--- src/rtl/adc_win_pkg.sv ---
package adc_win_pkg;
  localparam int unsigned VAL_W = 12;
  typedef logic [VAL_W-1:0] code_t;

  typedef enum logic [1:0] {
    LIM_PROG  = 2'd0,
    LIM_FIXED = 2'd1,
    LIM_TRACK = 2'd2
  } lim_kind_e;

  function automatic code_t fix_lo(input int unsigned idx);
    case (idx)
      0:       return 12'h6D0;
      1:       return 12'h310;
      2:       return 12'h9C0;
      default: return 12'h690;
    endcase
  endfunction

  function automatic code_t fix_hi(input int unsigned idx);
    case (idx)
      0:       return 12'h92F;
      1:       return 12'hD3F;
      2:       return 12'hD3F;
      default: return 12'h8CF;
    endcase
  endfunction
endpackage

--- src/rtl/adc_win_limits.sv ---
module adc_win_limits
  import adc_win_pkg::*;
#(
  parameter lim_kind_e   KIND    = LIM_PROG,
  parameter int unsigned FIX_IDX = 0,
  parameter int unsigned FLD_W   = 8,
  parameter int unsigned TRK_OFS = 12'h040
) (
  input  logic [FLD_W-1:0] lo_fld_i,
  input  logic [FLD_W-1:0] hi_fld_i,
  input  code_t            exp_i,
  output code_t            lo_o,
  output code_t            hi_o,
  output logic             dis_o
);
  localparam int unsigned PAD_W = VAL_W - FLD_W;
  localparam code_t OFS = code_t'(TRK_OFS);
  localparam code_t MAXC = '1;

  generate
    if (KIND == LIM_PROG) begin : g_prog
      assign lo_o  = {lo_fld_i, {PAD_W{1'b0}}};
      assign hi_o  = {hi_fld_i, {PAD_W{1'b1}}};
      assign dis_o = (lo_fld_i == '0) && (hi_fld_i == '1);
    end else if (KIND == LIM_FIXED) begin : g_fixed
      assign lo_o  = fix_lo(FIX_IDX);
      assign hi_o  = fix_hi(FIX_IDX);
      assign dis_o = 1'b0;
    end else begin : g_track
      // clamp both edges so the window never wraps
      assign lo_o  = (exp_i >= OFS) ? exp_i - OFS : '0;
      assign hi_o  = (exp_i > MAXC - OFS) ? MAXC : exp_i + OFS;
      assign dis_o = 1'b0;
    end
  endgenerate
endmodule

--- src/rtl/adc_win_chan.sv ---
module adc_win_chan
  import adc_win_pkg::*;
#(
  parameter int unsigned CNT_W  = 4,
  parameter int unsigned HYST_W = 8
) (
  input  logic              clk_i,
  input  logic              rst_ni,
  input  logic              hit_i,
  input  code_t             val_i,
  input  code_t             lo_i,
  input  code_t             hi_i,
  input  logic              dis_i,
  input  logic [CNT_W-1:0]  flt_cnt_i,
  input  logic [HYST_W-1:0] hyst_i,
  output logic              alarm_o
);
  localparam code_t MAXC = '1;

  logic [CNT_W-1:0] cnt_q, cnt_inc, eff_cnt;
  logic             alarm_q;
  logic             fail, in_rel;
  code_t            hyst_c, rel_lo, rel_hi;

  assign eff_cnt = (flt_cnt_i == '0) ? CNT_W'(1) : flt_cnt_i;
  assign hyst_c  = code_t'(hyst_i);
  assign fail    = !dis_i && ((val_i < lo_i) || (val_i > hi_i));
  assign rel_lo  = (lo_i > MAXC - hyst_c) ? MAXC : lo_i + hyst_c;
  assign rel_hi  = (hi_i < hyst_c) ? '0 : hi_i - hyst_c;
  assign in_rel  = (val_i >= rel_lo) && (val_i <= rel_hi);
  assign cnt_inc = (cnt_q >= eff_cnt) ? eff_cnt : cnt_q + CNT_W'(1);

  always_ff @(posedge clk_i or negedge rst_ni) begin
    if (!rst_ni) begin
      cnt_q   <= '0;
      alarm_q <= 1'b0;
    end else if (hit_i) begin
      if (dis_i) begin
        cnt_q   <= '0;
        alarm_q <= 1'b0;
      end else if (alarm_q) begin
        if (in_rel) begin
          cnt_q   <= '0;
          alarm_q <= 1'b0;
        end
      end else if (fail) begin
        cnt_q <= cnt_inc;
        if (cnt_inc >= eff_cnt) alarm_q <= 1'b1;
      end else begin
        cnt_q <= '0;
      end
    end
  end

  assign alarm_o = alarm_q;


  no_idle_change_chk: assert property (@(posedge clk_i) disable iff (!rst_ni)
    !hit_i |=> $stable(alarm_o));

  rise_on_fail_chk: assert property (@(posedge clk_i) disable iff (!rst_ni)
    $rose(alarm_o) |-> $past(hit_i && ((val_i < lo_i) || (val_i > hi_i))));

  dis_clear_chk: assert property (@(posedge clk_i) disable iff (!rst_ni)
    (hit_i && dis_i) |=> !alarm_o);

  release_in_window_chk: assert property (@(posedge clk_i) disable iff (!rst_ni)
    $fell(alarm_o) |-> $past(hit_i && (dis_i || val_i >= lo_i)));

  cnt_sat_chk: assert property (@(posedge clk_i) disable iff (!rst_ni)
    cnt_q <= eff_cnt || $changed(flt_cnt_i) || $past(flt_cnt_i) != flt_cnt_i);
endmodule

--- src/rtl/adc_win_mon.sv ---
module adc_win_mon
  import adc_win_pkg::*;
#(
  parameter int unsigned NUM_PROG = 3,
  parameter int unsigned NUM_FIX  = 4,
  parameter int unsigned CH_W     = 4,
  parameter int unsigned FLD_W    = 8,
  parameter int unsigned CNT_W    = 4,
  parameter int unsigned HYST_W   = 8,
  parameter int unsigned TRK_OFS  = 12'h040,
  localparam int unsigned NUM_CH  = NUM_PROG + NUM_FIX + 1
) (
  input  logic                      clk_i,
  input  logic                      rst_ni,
  input  logic                      res_valid_i,
  input  logic [CH_W-1:0]           res_ch_i,
  input  logic [VAL_W-1:0]          res_val_i,
  input  logic [NUM_PROG*FLD_W-1:0] prog_lo_i,
  input  logic [NUM_PROG*FLD_W-1:0] prog_hi_i,
  input  logic [CNT_W-1:0]          flt_cnt_i,
  input  logic [HYST_W-1:0]         hyst_i,
  input  logic [VAL_W-1:0]          exp_code_i,
  output logic [NUM_CH-1:0]         alarm_o
);
  logic [NUM_CH-1:0] hit;

  for (genvar c = 0; c < NUM_CH; c++) begin : g_ch
    code_t             lo, hi;
    logic              dis;
    logic [FLD_W-1:0]  lo_fld, hi_fld;

    if (c < NUM_PROG) begin : g_fld
      assign lo_fld = prog_lo_i[c*FLD_W +: FLD_W];
      assign hi_fld = prog_hi_i[c*FLD_W +: FLD_W];
    end else begin : g_nofld
      assign lo_fld = '0;
      assign hi_fld = '0;
    end

    assign hit[c] = res_valid_i && (res_ch_i == CH_W'(c));

    adc_win_limits #(
      .KIND   (c < NUM_PROG ? LIM_PROG :
               (c < NUM_PROG + NUM_FIX ? LIM_FIXED : LIM_TRACK)),
      .FIX_IDX(c < NUM_PROG ? 0 : c - NUM_PROG),
      .FLD_W  (FLD_W),
      .TRK_OFS(TRK_OFS)
    ) i_lim (
      .lo_fld_i(lo_fld),
      .hi_fld_i(hi_fld),
      .exp_i   (exp_code_i),
      .lo_o    (lo),
      .hi_o    (hi),
      .dis_o   (dis)
    );

    adc_win_chan #(
      .CNT_W (CNT_W),
      .HYST_W(HYST_W)
    ) i_chan (
      .clk_i    (clk_i),
      .rst_ni   (rst_ni),
      .hit_i    (hit[c]),
      .val_i    (res_val_i),
      .lo_i     (lo),
      .hi_i     (hi),
      .dis_i    (dis),
      .flt_cnt_i(flt_cnt_i),
      .hyst_i   (hyst_i),
      .alarm_o  (alarm_o[c])
    );
  end


  one_hit_chk: assert property (@(posedge clk_i) disable iff (!rst_ni)
    $onehot0(hit));

  reset_clear_chk: assert property (@(posedge clk_i)
    $rose(rst_ni) |-> alarm_o == '0);
endmodule

--- config.mk ---
export PLATFORM = sky130hd
export DESIGN_NAME = adc_win_mon
export DESIGN_NICKNAME = d
export VERILOG_FILES = /design/src/rtl/adc_win_pkg.sv /design/src/rtl/adc_win_limits.sv /design/src/rtl/adc_win_chan.sv /design/src/rtl/adc_win_mon.sv
export SDC_FILE = /design/constraint.sdc
export NUM_CORES = 1
export LEC_CHECK = 0
export BUFFER_PORTS_ARGS = -buffer_cell sky130_fd_sc_hd__buf_2
export CAP_MARGIN = 20
export CORE_MARGIN = 8
export CORE_UTILIZATION = 55
export DETAILED_ROUTE_END_ITERATION = 10
export GPL_TIMING_DRIVEN = 0
export PLACE_DENSITY = 0.74
export SLEW_MARGIN = 20
export SYNTH_ARGS = -nofsm -noshare
export SYNTH_HDL_FRONTEND = slang
export SYNTH_SLANG_ARGS = --single-unit
--- constraint.sdc ---
create_clock -name clk_i -period 5.5 [get_ports clk_i]
set_input_delay 1.1 -clock clk_i [delete_from_list [all_inputs] [get_ports clk_i]]
set_output_delay 1.1 -clock clk_i [all_outputs]
set_load 0.02 [all_outputs]
==> results.yml, run 1 <==
global_route:
  antenna_found_initial: 0
  grt_util_met1_pct: 32.1
  gr-usage-met3_pct: 1.74
  grt_pass1_wl_microns: 54000
  grt_max_degree: 41
  track_usage_pct: 24.6
  busiest_layer: "met2"
  grt_pass1_vias: 11100
  gr-total-overflow: 0
  grt.met2_usage_pct: 42.8
timing:
  rsz0062_at_grt: "false"
  slew_viol_final: 0
  finClkSkew_ps: 6.17
  setup_tns_ps: 0
  fin_crit_ps: 5270
  hold_viol_final: 0
  setup_viol: 0
  worst_slew_pin_slew_ps: 945
  holdWs_ps: 546
  layout_worst_path_cycle_share_pct: 95.9
  fmax_mhz: 190
  relSlewSlack_pct: 37.0
  layout_setup_ws_ps: 227
floorplan:
  die_y_microns: 163
  initial_core_util_pct: 56.1
  die_area_sq_um: 26400
  core_area_sq_um: 21100
  num_rows: 53
  dieWidth_microns: 163
  io_pins: 99
worst_setup_path:
  critical_path_required_ps: 5720
  crit_path_start_kind: "input pin"
  rr_endpoint: "g_ch[7].i_chan.alarm_o"
  worst-path-max-fanout: 10
  rr_worst_depth: 14
  reg2reg_slack_ps: 2260
  r2r-start: "g_ch[7].i_chan.cnt_q[0]"
  arrival_ps: 5490
  critPathCaptureType: "flip-flop"
  crit_type: "input pin to flip-flop"
clocking:
  clockRootBuffer: "clkbuf_16"
  path_clk_slew_ps: 60
  cts_sinks: 40
  cts_buffers: 5
  clk-insertion-delay-late_ps: 290
  ctsHoldBuffers: 0
  cts_tree: "done"
  clk_path_buf_depth: 2
  h-tree-depth: 2
logic_synthesis:
  yosysMostFrequentCell: "ha_1"
  synth_ff_type: "dfrtp_1"
  synth-seq-cells: 40
  synth_seq_area_share_pct: 8.47
  async_reset_ff_share_pct: 100
  post_synth_num_cell_types: 80
  synth_edf_count: 0
  synthTopCellsByArea: "ha_1 35%, dfrtp_1 8.5%, inv_1 4.7%, a21o_1 4.5%, a21oi_1 3.6%"
  yosysTopAreaCell: "ha_1"
  syn_nets: 1899
  yosysTopAreaCellShare_pct: 34.6
  syn_inst: 1473
  postSynthAreaPerCell_sq_um: 8.03
  synth_area_sq_um: 11800
  ys_top_cells_by_count: "327 x ha_1, 148 x inv_1, 93 x nor2_1"
  yosys_warnings: 0
min_path:
  holdCritStartpoint: "g_ch[4].i_chan.alarm_o"
  min_to: "g_ch[4].i_chan.alarm_o"
  hold_class: "flip-flop to flip-flop"
  hold_depth: 1
pwr:
  p_int_mw: 1.41
  p_clk_share_pct: 14.1
  leakage_nw: 6.83
  combPwrFrac_pct: 67.3
  p_sw_mw: 1.16
  p_sw_share_pct: 45.1
  power_density_nw_per_um2: 198
  power_frac_seq_pct: 18.6
  ir_worst_vdd_v: 0.000141
  power_mw: 2.57
layout:
  antenna_cells_inserted: 0
  regArea_sq_um: 1000
  area_delta_synth_final_pct: 9.70
  fill_cells: 1911
  nets: 2003
  drive_gt1_share_pct: 11.1
  multi_input_area_sq_um: 10300
outcome:
  status: "finished clean"
drt:
  ant_nets: 0
  wl_per_cell_microns: 18.0
  drt_first_pass_iters: 5
  finalWirelength_microns: 33300
  via_per_inst: 6.13
  vias: 11400
  drt_iter0_markers: 603
  drcViolationCount: 0
job:
  drv_cap: 0
placed_design:
  place_ws_ps: -693
  dp_hpwl_microns: 25300
  gp_congestion: 0.873
  numPortBuffers: 96
[worst max-delay path by stage]
| stage | start | end | cells after the start |
|---|---|---|---|
| global placement | exp_code_i[6] | g_ch[7].i_chan.cnt_q[2] | 20 |
| global route | exp_code_i[6] | g_ch[7].i_chan.alarm_o | 20 |
| finish | exp_code_i[6] | g_ch[7].i_chan.alarm_o | 20 |
| CTS | exp_code_i[6] | g_ch[7].i_chan.alarm_o | 21 |
| detailed placement | exp_code_i[6] | g_ch[7].i_chan.cnt_q[2] | 22 |
| floorplan | exp_code_i[6] | g_ch[7].i_chan.cnt_q[2] | 21 |
[flip-flops by register name (all words and copies together), names as in the netlist]
signal               flops
g_ch.i_chan.cnt_q       32
g_ch.i_chan.alarm_o      8
[per-stage QoR]
stage          utilization, %  std cells  area [sq um]
3_3_place_gp             60.0       1844         12600
6_report                 61.5       1853         13000
4_1_cts                  61.0       1852         12900
5_1_grt                  61.5       1853         13000
2_1_floorplan               -       1473         11800
3_5_place_dp             60.0       1844         12600
[cell usage in the layout (no fill, tap or decap), types with 6 or more instances in the layout]
cell type,Yosys,final
o22ai_1,17,17
nor2_1,93,93
a21o_1,71,71
a32o_1,11,11
buf_2,2,97
a31oi_1,12,11
ha_1,327,324
o221ai_1,6,6
nand2_1,86,85
nand2b_1,54,54
nor4_1,7,6
fa_1,8,7
and2_1,10,10
or2_2,15,15
a211oi_1,22,20
buf_4,8,9
and4_1,6,6
nand4_1,31,31
or3_1,8,8
o211ai_1,12,12
nand3_1,39,38
dfrtp_1,40,40
o21a_1,14,14
a21oi_1,86,84
xnor2_1,48,48
a22o_1,6,6
nor2b_1,30,30
nor3_1,30,29
a2111oi_0,7,6
mux2i_1,34,34
or4_1,8,8
mux2_2,6,6
inv_1,148,144
clkbuf_1,12,11
xor2_1,16,16
o2111ai_1,10,9
o21ai_0,61,57
[power groups by stage]
stage	Combinational, mW	Clock, mW	Sequential [mW]
after floorplan	1.28	0	0.449
after global placement	1.63	0	0.480
after detailed placement	1.68	0	0.480
after CTS	1.71	0.366	0.476
after global routing	1.98	0.378	0.493
final	1.73	0.363	0.479
[routing by layer]
layer	up-vias	routed length (microns)
met5	-	0
met4	0	694
met3	46	1480
met2	268	15800
met1	5394	15400
li1	5655	-
[critical path, stage by stage]
cell	delay [ps]
buf_2	160
inv_2	110
ha_4	150
or4b_4	490
a211oi_4	300
or2_2	190
inv_1	40
ha_1	330
a21o_1	180
a21o_1	220
o21a_1	230
clkbuf_4	190
nor2_1	120
ha_1	240
a211oi_1	240
o21ai_1	120
a221oi_2	400
o2111ai_2	200
or3b_4	300
a2bb2oi_1	160
[kinds of logic (layout without fill, tap and decap cells)]
| kind of cell | after synthesis | after routing | share of synthesized area [%] |
|---|---|---|---|
| AO/OA/AOI/OAI | 377 | 377 | 21.7 |
| AND/OR/NAND/NOR | 447 | 447 | 20.0 |
| adder cells (fa/ha/maj) | 335 | 335 | 36.0 |
| buffers and inverters | 170 | 275 | 5.67 |
| XOR/XNOR | 64 | 64 | 4.74 |
| flip-flops | 40 | 40 | 8.47 |
| multiplexers | 40 | 40 | 3.45 |
[layout make-up]
| class | instances | share of cell area (%) |
|---|---|---|
| sequential | 40 | 7.72 |
| timing repair inverter | 1 | 0.0386 |
| inverter | 148 | 4.34 |
| clock buffer | 7 | 1.18 |
| buffer | 21 | 0.878 |
| timing repair buffer | 97 | 3.76 |
| multi-input combinational | 1263 | 79.2 |
| clock inverter | 1 | 0.232 |
| tap | 275 | 2.65 |
[timing repair]
item,in CTS,in global routing
hold endpoints to repair,0,0
gates cloned,0,1
resized for setup,11,22
endpoints found under the setup margin,6,16
setup buffers,1,0
pin swaps,1,3
(Power assumes the default switching activity.)
==> run 2, diff against run 1 <==
- CORE_UTILIZATION: 55 -> 65
- PLACE_DENSITY: 0.74 -> 0.86
==> run 2 against run 1 <==
Global-route usage increased by 5.3 points. Wire length up 3.6%. Highest routed layer unchanged. Via count increased by 3.5%. Final cell count fell by 2.2%. Total power increased by 1.1%. Clock power decreased by 6.9%. First-iteration DRC count increased by 13%. Sequential cell count stayed put. Sequential power about the same. Cell area is 0.58% lower. Combinational power grew 3%. Count of clock-buffer cells in the layout down 1.
==> results.yml, run 2 (synthesized netlist as in run 1, its figures left out) <==
outcome:
  status: "finished clean"
worst_setup_path:
  critical_path_required_ps: 5720
  arrival_ps: 5510
  crit_type: "input pin to flip-flop"
  critPathCaptureType: "flip-flop"
  rr_endpoint: "g_ch[5].i_chan.alarm_o"
  cp-startpoint: "exp_code_i[6]"
  worst-path-max-fanout: 10
  endpoint: "g_ch[7].i_chan.alarm_o"
  rr_worst_depth: 15
  crit_path_start_kind: "input pin"
  r2r-start: "g_ch[5].i_chan.cnt_q[0]"
  reg2reg_slack_ps: 2230
drt:
  via_per_inst: 6.49
  vias: 11800
  wl_per_cell_microns: 19.1
  drt_first_pass_iters: 5
  drcViolationCount: 0
  drt_iter0_markers: 682
  ant_nets: 0
  finalWirelength_microns: 34500
layout:
  final_common_cell: "ha_1"
  drive_gt1_share_pct: 11.1
  nets: 2008
  fill_cells: 1450
  regArea_sq_um: 1000
  antenna_cells_inserted: 0
  regMostFlops: "g_ch.i_chan.cnt_q"
  layout_common_cells: "326 x ha_1, 144 x inv_1, 97 x buf_2"
  largest_reg_flops: 32
  final_area_sq_um: 12900
  fin_util_pct: 72.0
  final_cells: 1812
  area_delta_synth_final_pct: 9.07
  multi_input_area_sq_um: 10200
timing:
  finClkSkew_ps: 7.97
  slew_viol_final: 0
  relSlewSlack_pct: 32.0
  hold_viol_final: 0
  fmax_mhz: 189
  setup_viol: 0
  rsz0062_at_grt: "false"
  fin_crit_ps: 5290
  layout_setup_ws_ps: 213
  worst_slew_pin_slew_ps: 1020
  holdWs_ps: 533
  setup_tns_ps: 0
  layout_worst_path_cycle_share_pct: 96.1
clocking:
  path_clk_slew_ps: 60
  h-tree-depth: 2
  cts_sinks: 40
  cts_buffers: 5
  ctsHoldBuffers: 0
  clk_path_buf_depth: 2
  clockRootBuffer: "clkbuf_16"
  clk-insertion-delay-late_ps: 290
  cts_tree: "done"
placed_design:
  dpl_cell_area_sq_um: 12600
  gp_congestion: 0.915
  place_ws_ps: -668
  dp.cells: 1798
  dp_hpwl_microns: 26100
  numPortBuffers: 96
pwr:
  leakage_nw: 6.85
  ir_worst_vdd_v: 0.000248
  power_frac_seq_pct: 18.5
  p_int_mw: 1.39
  p_sw_mw: 1.20
  p_sw_share_pct: 46.3
  p_clk_share_pct: 13.0
  power_density_nw_per_um2: 202
  power_mw: 2.60
  combPwrFrac_pct: 68.5
floorplan:
  die_y_microns: 151
  io_pins: 99
  core_area_sq_um: 17900
  num_rows: 49
  dieWidth_microns: 151
  initial_core_util_pct: 66.0
  die_area_sq_um: 22800
global_route:
  grt_pass1_vias: 11900
  antenna_found_initial: 0
  grt_max_degree: 41
  grt_pass1_wl_microns: 56000
  track_usage_pct: 29.9
  gr-total-overflow: 0
job:
  drv_cap: 0
min_path:
  hold_class: "flip-flop to flip-flop"
==> run 2: area by class of cell <==
class                      count  share of cell area [%]
buffer                        21                   0.883
clock buffer                   6                   0.999
clock inverter                 2                   0.272
inverter                     148                    4.37
multi-input combinational   1263                    79.4
sequential                    40                    7.76
tap                          229                    2.22
timing repair buffer         102                    4.07
timing repair inverter         1                  0.0388
==> run 2: how the worst min path moves through the flow <==
stage | endpoint | cells after the start | start | slack, ps
finish | g_ch[4].i_chan.alarm_o | 1 | g_ch[4].i_chan.alarm_o | 530
global route | g_ch[4].i_chan.alarm_o | 1 | g_ch[4].i_chan.alarm_o | 560
CTS | g_ch[4].i_chan.alarm_o | 1 | g_ch[4].i_chan.alarm_o | 530
detailed placement | g_ch[4].i_chan.alarm_o | 1 | g_ch[4].i_chan.alarm_o | 520
global placement | g_ch[4].i_chan.alarm_o | 1 | g_ch[4].i_chan.alarm_o | 510
floorplan | g_ch[4].i_chan.alarm_o | 1 | g_ch[4].i_chan.alarm_o | 490
==> run 2: power groups by stage <==
| stage | clock network (mW) | registers [mW] | logic (mW) |
|---|---|---|---|
| 3_3_place_gp | 0 | 0.475 | 1.62 |
| 6_report | 0.338 | 0.482 | 1.78 |
| 3_5_place_dp | 0 | 0.479 | 1.71 |
| 5_1_grt | 0.351 | 0.493 | 2.00 |
| 2_1_floorplan | 0 | 0.449 | 1.28 |
| 4_1_cts | 0.339 | 0.477 | 1.75 |
==> run 2: metal layers <==
| layer | global-route usage [%] | up-vias | routed length (microns) |
|---|---|---|---|
| met5 | 0 | - | 0 |
| met4 | 15.1 | 0 | 1540 |
| met3 | 2.90 | 120 | 2310 |
| met2 | 51.9 | 455 | 16500 |
| met1 | 36.2 | 5506 | 14200 |
| li1 | - | 5676 | - |
==> run 2: worst max-delay path, cell delays in order <==
cell       delay, ps
buf_2            150
inv_2            100
ha_4             150
or4b_4           500
or2_4            280
nand2_1          110
inv_1             60
ha_1             330
a21o_1           170
a21o_1           170
a21o_1           230
o21a_1           230
buf_4            190
nor2_1           110
ha_1             240
a211oi_1         240
o21ai_1          120
a221oi_2         360
o2111ai_2        190
or3b_4           300
a2bb2oi_1        160
==> run 2: what timing repair did <==
action,4_1_cts,5_1_grt
gates resized for setup,13,15
gates cloned,0,1
pin swaps,2,3
setup buffers,0,6
endpoints found under the setup margin,5,16
==> run 3, diff against run 2 <==
- clock period: 5.5 -> 6.1 ns (I/O delays scaled with it)
==> run 3 against run 2 <==
Hold slack better by 0.65 ps. First-iteration DRC count fell by 9.8%. Sequential power fell by 10%. Critical path depth up 2. Clock power decreased by 10%.
==> results.yml, run 3 (synthesized netlist as in run 1, its figures left out) <==
floorplan:
  num_rows: 49
  die_y_microns: 151
  initial_core_util_pct: 66.0
  io_pins: 99
  core_area_sq_um: 17900
  dieWidth_microns: 151
  die_area_sq_um: 22800
timing:
  setup_tns_ps: 0
  rsz0062_at_grt: "false"
  fin_crit_ps: 5820
  worst_slew_pin_slew_ps: 979
  setup_viol: 0
  fmax_mhz: 172
  slew_viol_final: 0
  holdWs_ps: 533
  layout_worst_path_cycle_share_pct: 95.5
  layout_setup_ws_ps: 275
  relSlewSlack_pct: 34.8
  finClkSkew_ps: 8.09
  hold_viol_final: 0
global_route:
  grt_max_degree: 41
  antenna_found_initial: 0
  gr-total-overflow: 0
  grt_pass1_vias: 11900
  track_usage_pct: 29.9
  grt_pass1_wl_microns: 55900
placed_design:
  dp.cells: 1798
  dp_hpwl_microns: 26100
  gp_congestion: 0.915
  place_ws_ps: -188
  numPortBuffers: 96
layout:
  antenna_cells_inserted: 0
  largest_reg_flops: 32
  regMostFlops: "g_ch.i_chan.cnt_q"
  fin_util_pct: 71.3
  nets: 2002
  drive_gt1_share_pct: 9.64
  final_common_cell: "ha_1"
  layout_common_cells: "327 x ha_1, 148 x inv_1, 98 x buf_2"
  final_cells: 1806
  area_delta_synth_final_pct: 8.02
worst_setup_path:
  critical_path.max_stage_delay_ps: 560
  worst-path-max-fanout: 8
  r2r-start: "g_ch[7].i_chan.cnt_q[0]"
  critPathBufInv: 4
  critical_path_required_ps: 6280
  crit_path_start_kind: "input pin"
  crit_type: "input pin to flip-flop"
  crit_chain: "buf_2, inv_1, ha_1, or4b_1, or2_1, clkbuf_1, and2_1, ha_1, inv_1, fa_1, nor2b_1, o21ai_1, a21boi_0, o21a_1, or3_1, a21oi_1, ha_1, nand4_1, nor2_1, a221oi_2, o2111ai_1, or3b_2, a22o_1"
  critPathCaptureType: "flip-flop"
  arrival_ps: 6000
  crit_family: "simple AND/OR/NAND/NOR gates"
  rr_endpoint: "g_ch[7].i_chan.alarm_o"
  reg2reg_slack_ps: 2830
  crit_slowest_cell: "or3b_2"
  cpMostUsedCell: "ha_1"
  rr_worst_depth: 14
min_path:
  hold_depth: 1
  min_to: "g_ch[4].i_chan.alarm_o"
  hold_class: "flip-flop to flip-flop"
  holdCritStartpoint: "g_ch[4].i_chan.alarm_o"
pwr:
  p_clk_share_pct: 13.1
  p_sw_share_pct: 46.1
  p_sw_mw: 1.07
  power_density_nw_per_um2: 182
  combPwrFrac_pct: 68.3
  power_frac_seq_pct: 18.6
  p_int_mw: 1.25
  ir_worst_vdd_v: 0.000234
  leakage_nw: 6.82
job:
  drv_cap: 0
clocking:
  clockRootBuffer: "clkbuf_16"
  cts_buffers: 5
  h-tree-depth: 2
  cts_tree: "done"
  clk_path_buf_depth: 2
  clk-insertion-delay-late_ps: 290
  path_clk_slew_ps: 60
  cts_sinks: 40
  post_cts_buffers: 0
drt:
  wl_per_cell_microns: 18.8
  via_per_inst: 6.46
  wl_met1_microns: 14400
  finalWirelength_microns: 34000
  vias: 11700
  drt_first_pass_iters: 5
  drt_iter0_markers: 615
  top_layer: "met4"
  drcViolationCount: 0
  dr_wl_met3_microns: 2030
  ant_nets: 0
  met2_length_microns: 16100
outcome:
  status: "finished clean"
[run 3: metal layers]
layer  global-route usage [%]  up-vias
li1                         -     5661
met4                     14.6        0
met5                        0        -
met1                     36.2     5468
met2                     52.0      429
met3                     2.90      105
[run 3: what timing repair did]
item,CTS,global route
gates resized for setup,0,6
setup endpoints to repair,0,5
hold buffers,0,0
[run 3: cell type report]
cell class	instances	area, sq um
Sequential cell	40	1000
Multi-Input combinational cell	1263	10200
Tap cell	229	287
Clock buffer	6	129
Fill cell	1473	5130
Clock inverter	2	35.0
Buffer	22	115
Inverter	148	556
Timing Repair Buffer	96	480
[run 3: stage by stage]
stage | cell area [sq um] | power (mW)
6_report | 12800 | 2.32
5_1_grt | 12800 | 2.55
4_1_cts | 12800 | 2.30
3_5_place_dp | 12600 | 1.98
3_3_place_gp | 12600 | 1.89
2_1_floorplan | 11800 | 1.56
[run 3: power by group through the flow]
stage	Combinational [mW]	Sequential, mW	Clock, mW
2_1_floorplan	1.15	0.405	0
3_3_place_gp	1.46	0.428	0
3_5_place_dp	1.55	0.432	0
4_1_cts	1.57	0.430	0.305
5_1_grt	1.79	0.444	0.317
6_report	1.58	0.433	0.304
[run 3: how the worst max path moves through the flow]
stage,start,endpoint,cells past startpoint
finish,exp_code_i[6],g_ch[7].i_chan.cnt_q[1],23
global route,exp_code_i[6],g_ch[7].i_chan.cnt_q[1],23
CTS,exp_code_i[6],g_ch[7].i_chan.cnt_q[1],22
detailed placement,exp_code_i[6],g_ch[7].i_chan.cnt_q[1],22
global placement,exp_code_i[6],g_ch[7].i_chan.cnt_q[1],22
floorplan,exp_code_i[6],g_ch[7].i_chan.cnt_q[2],21
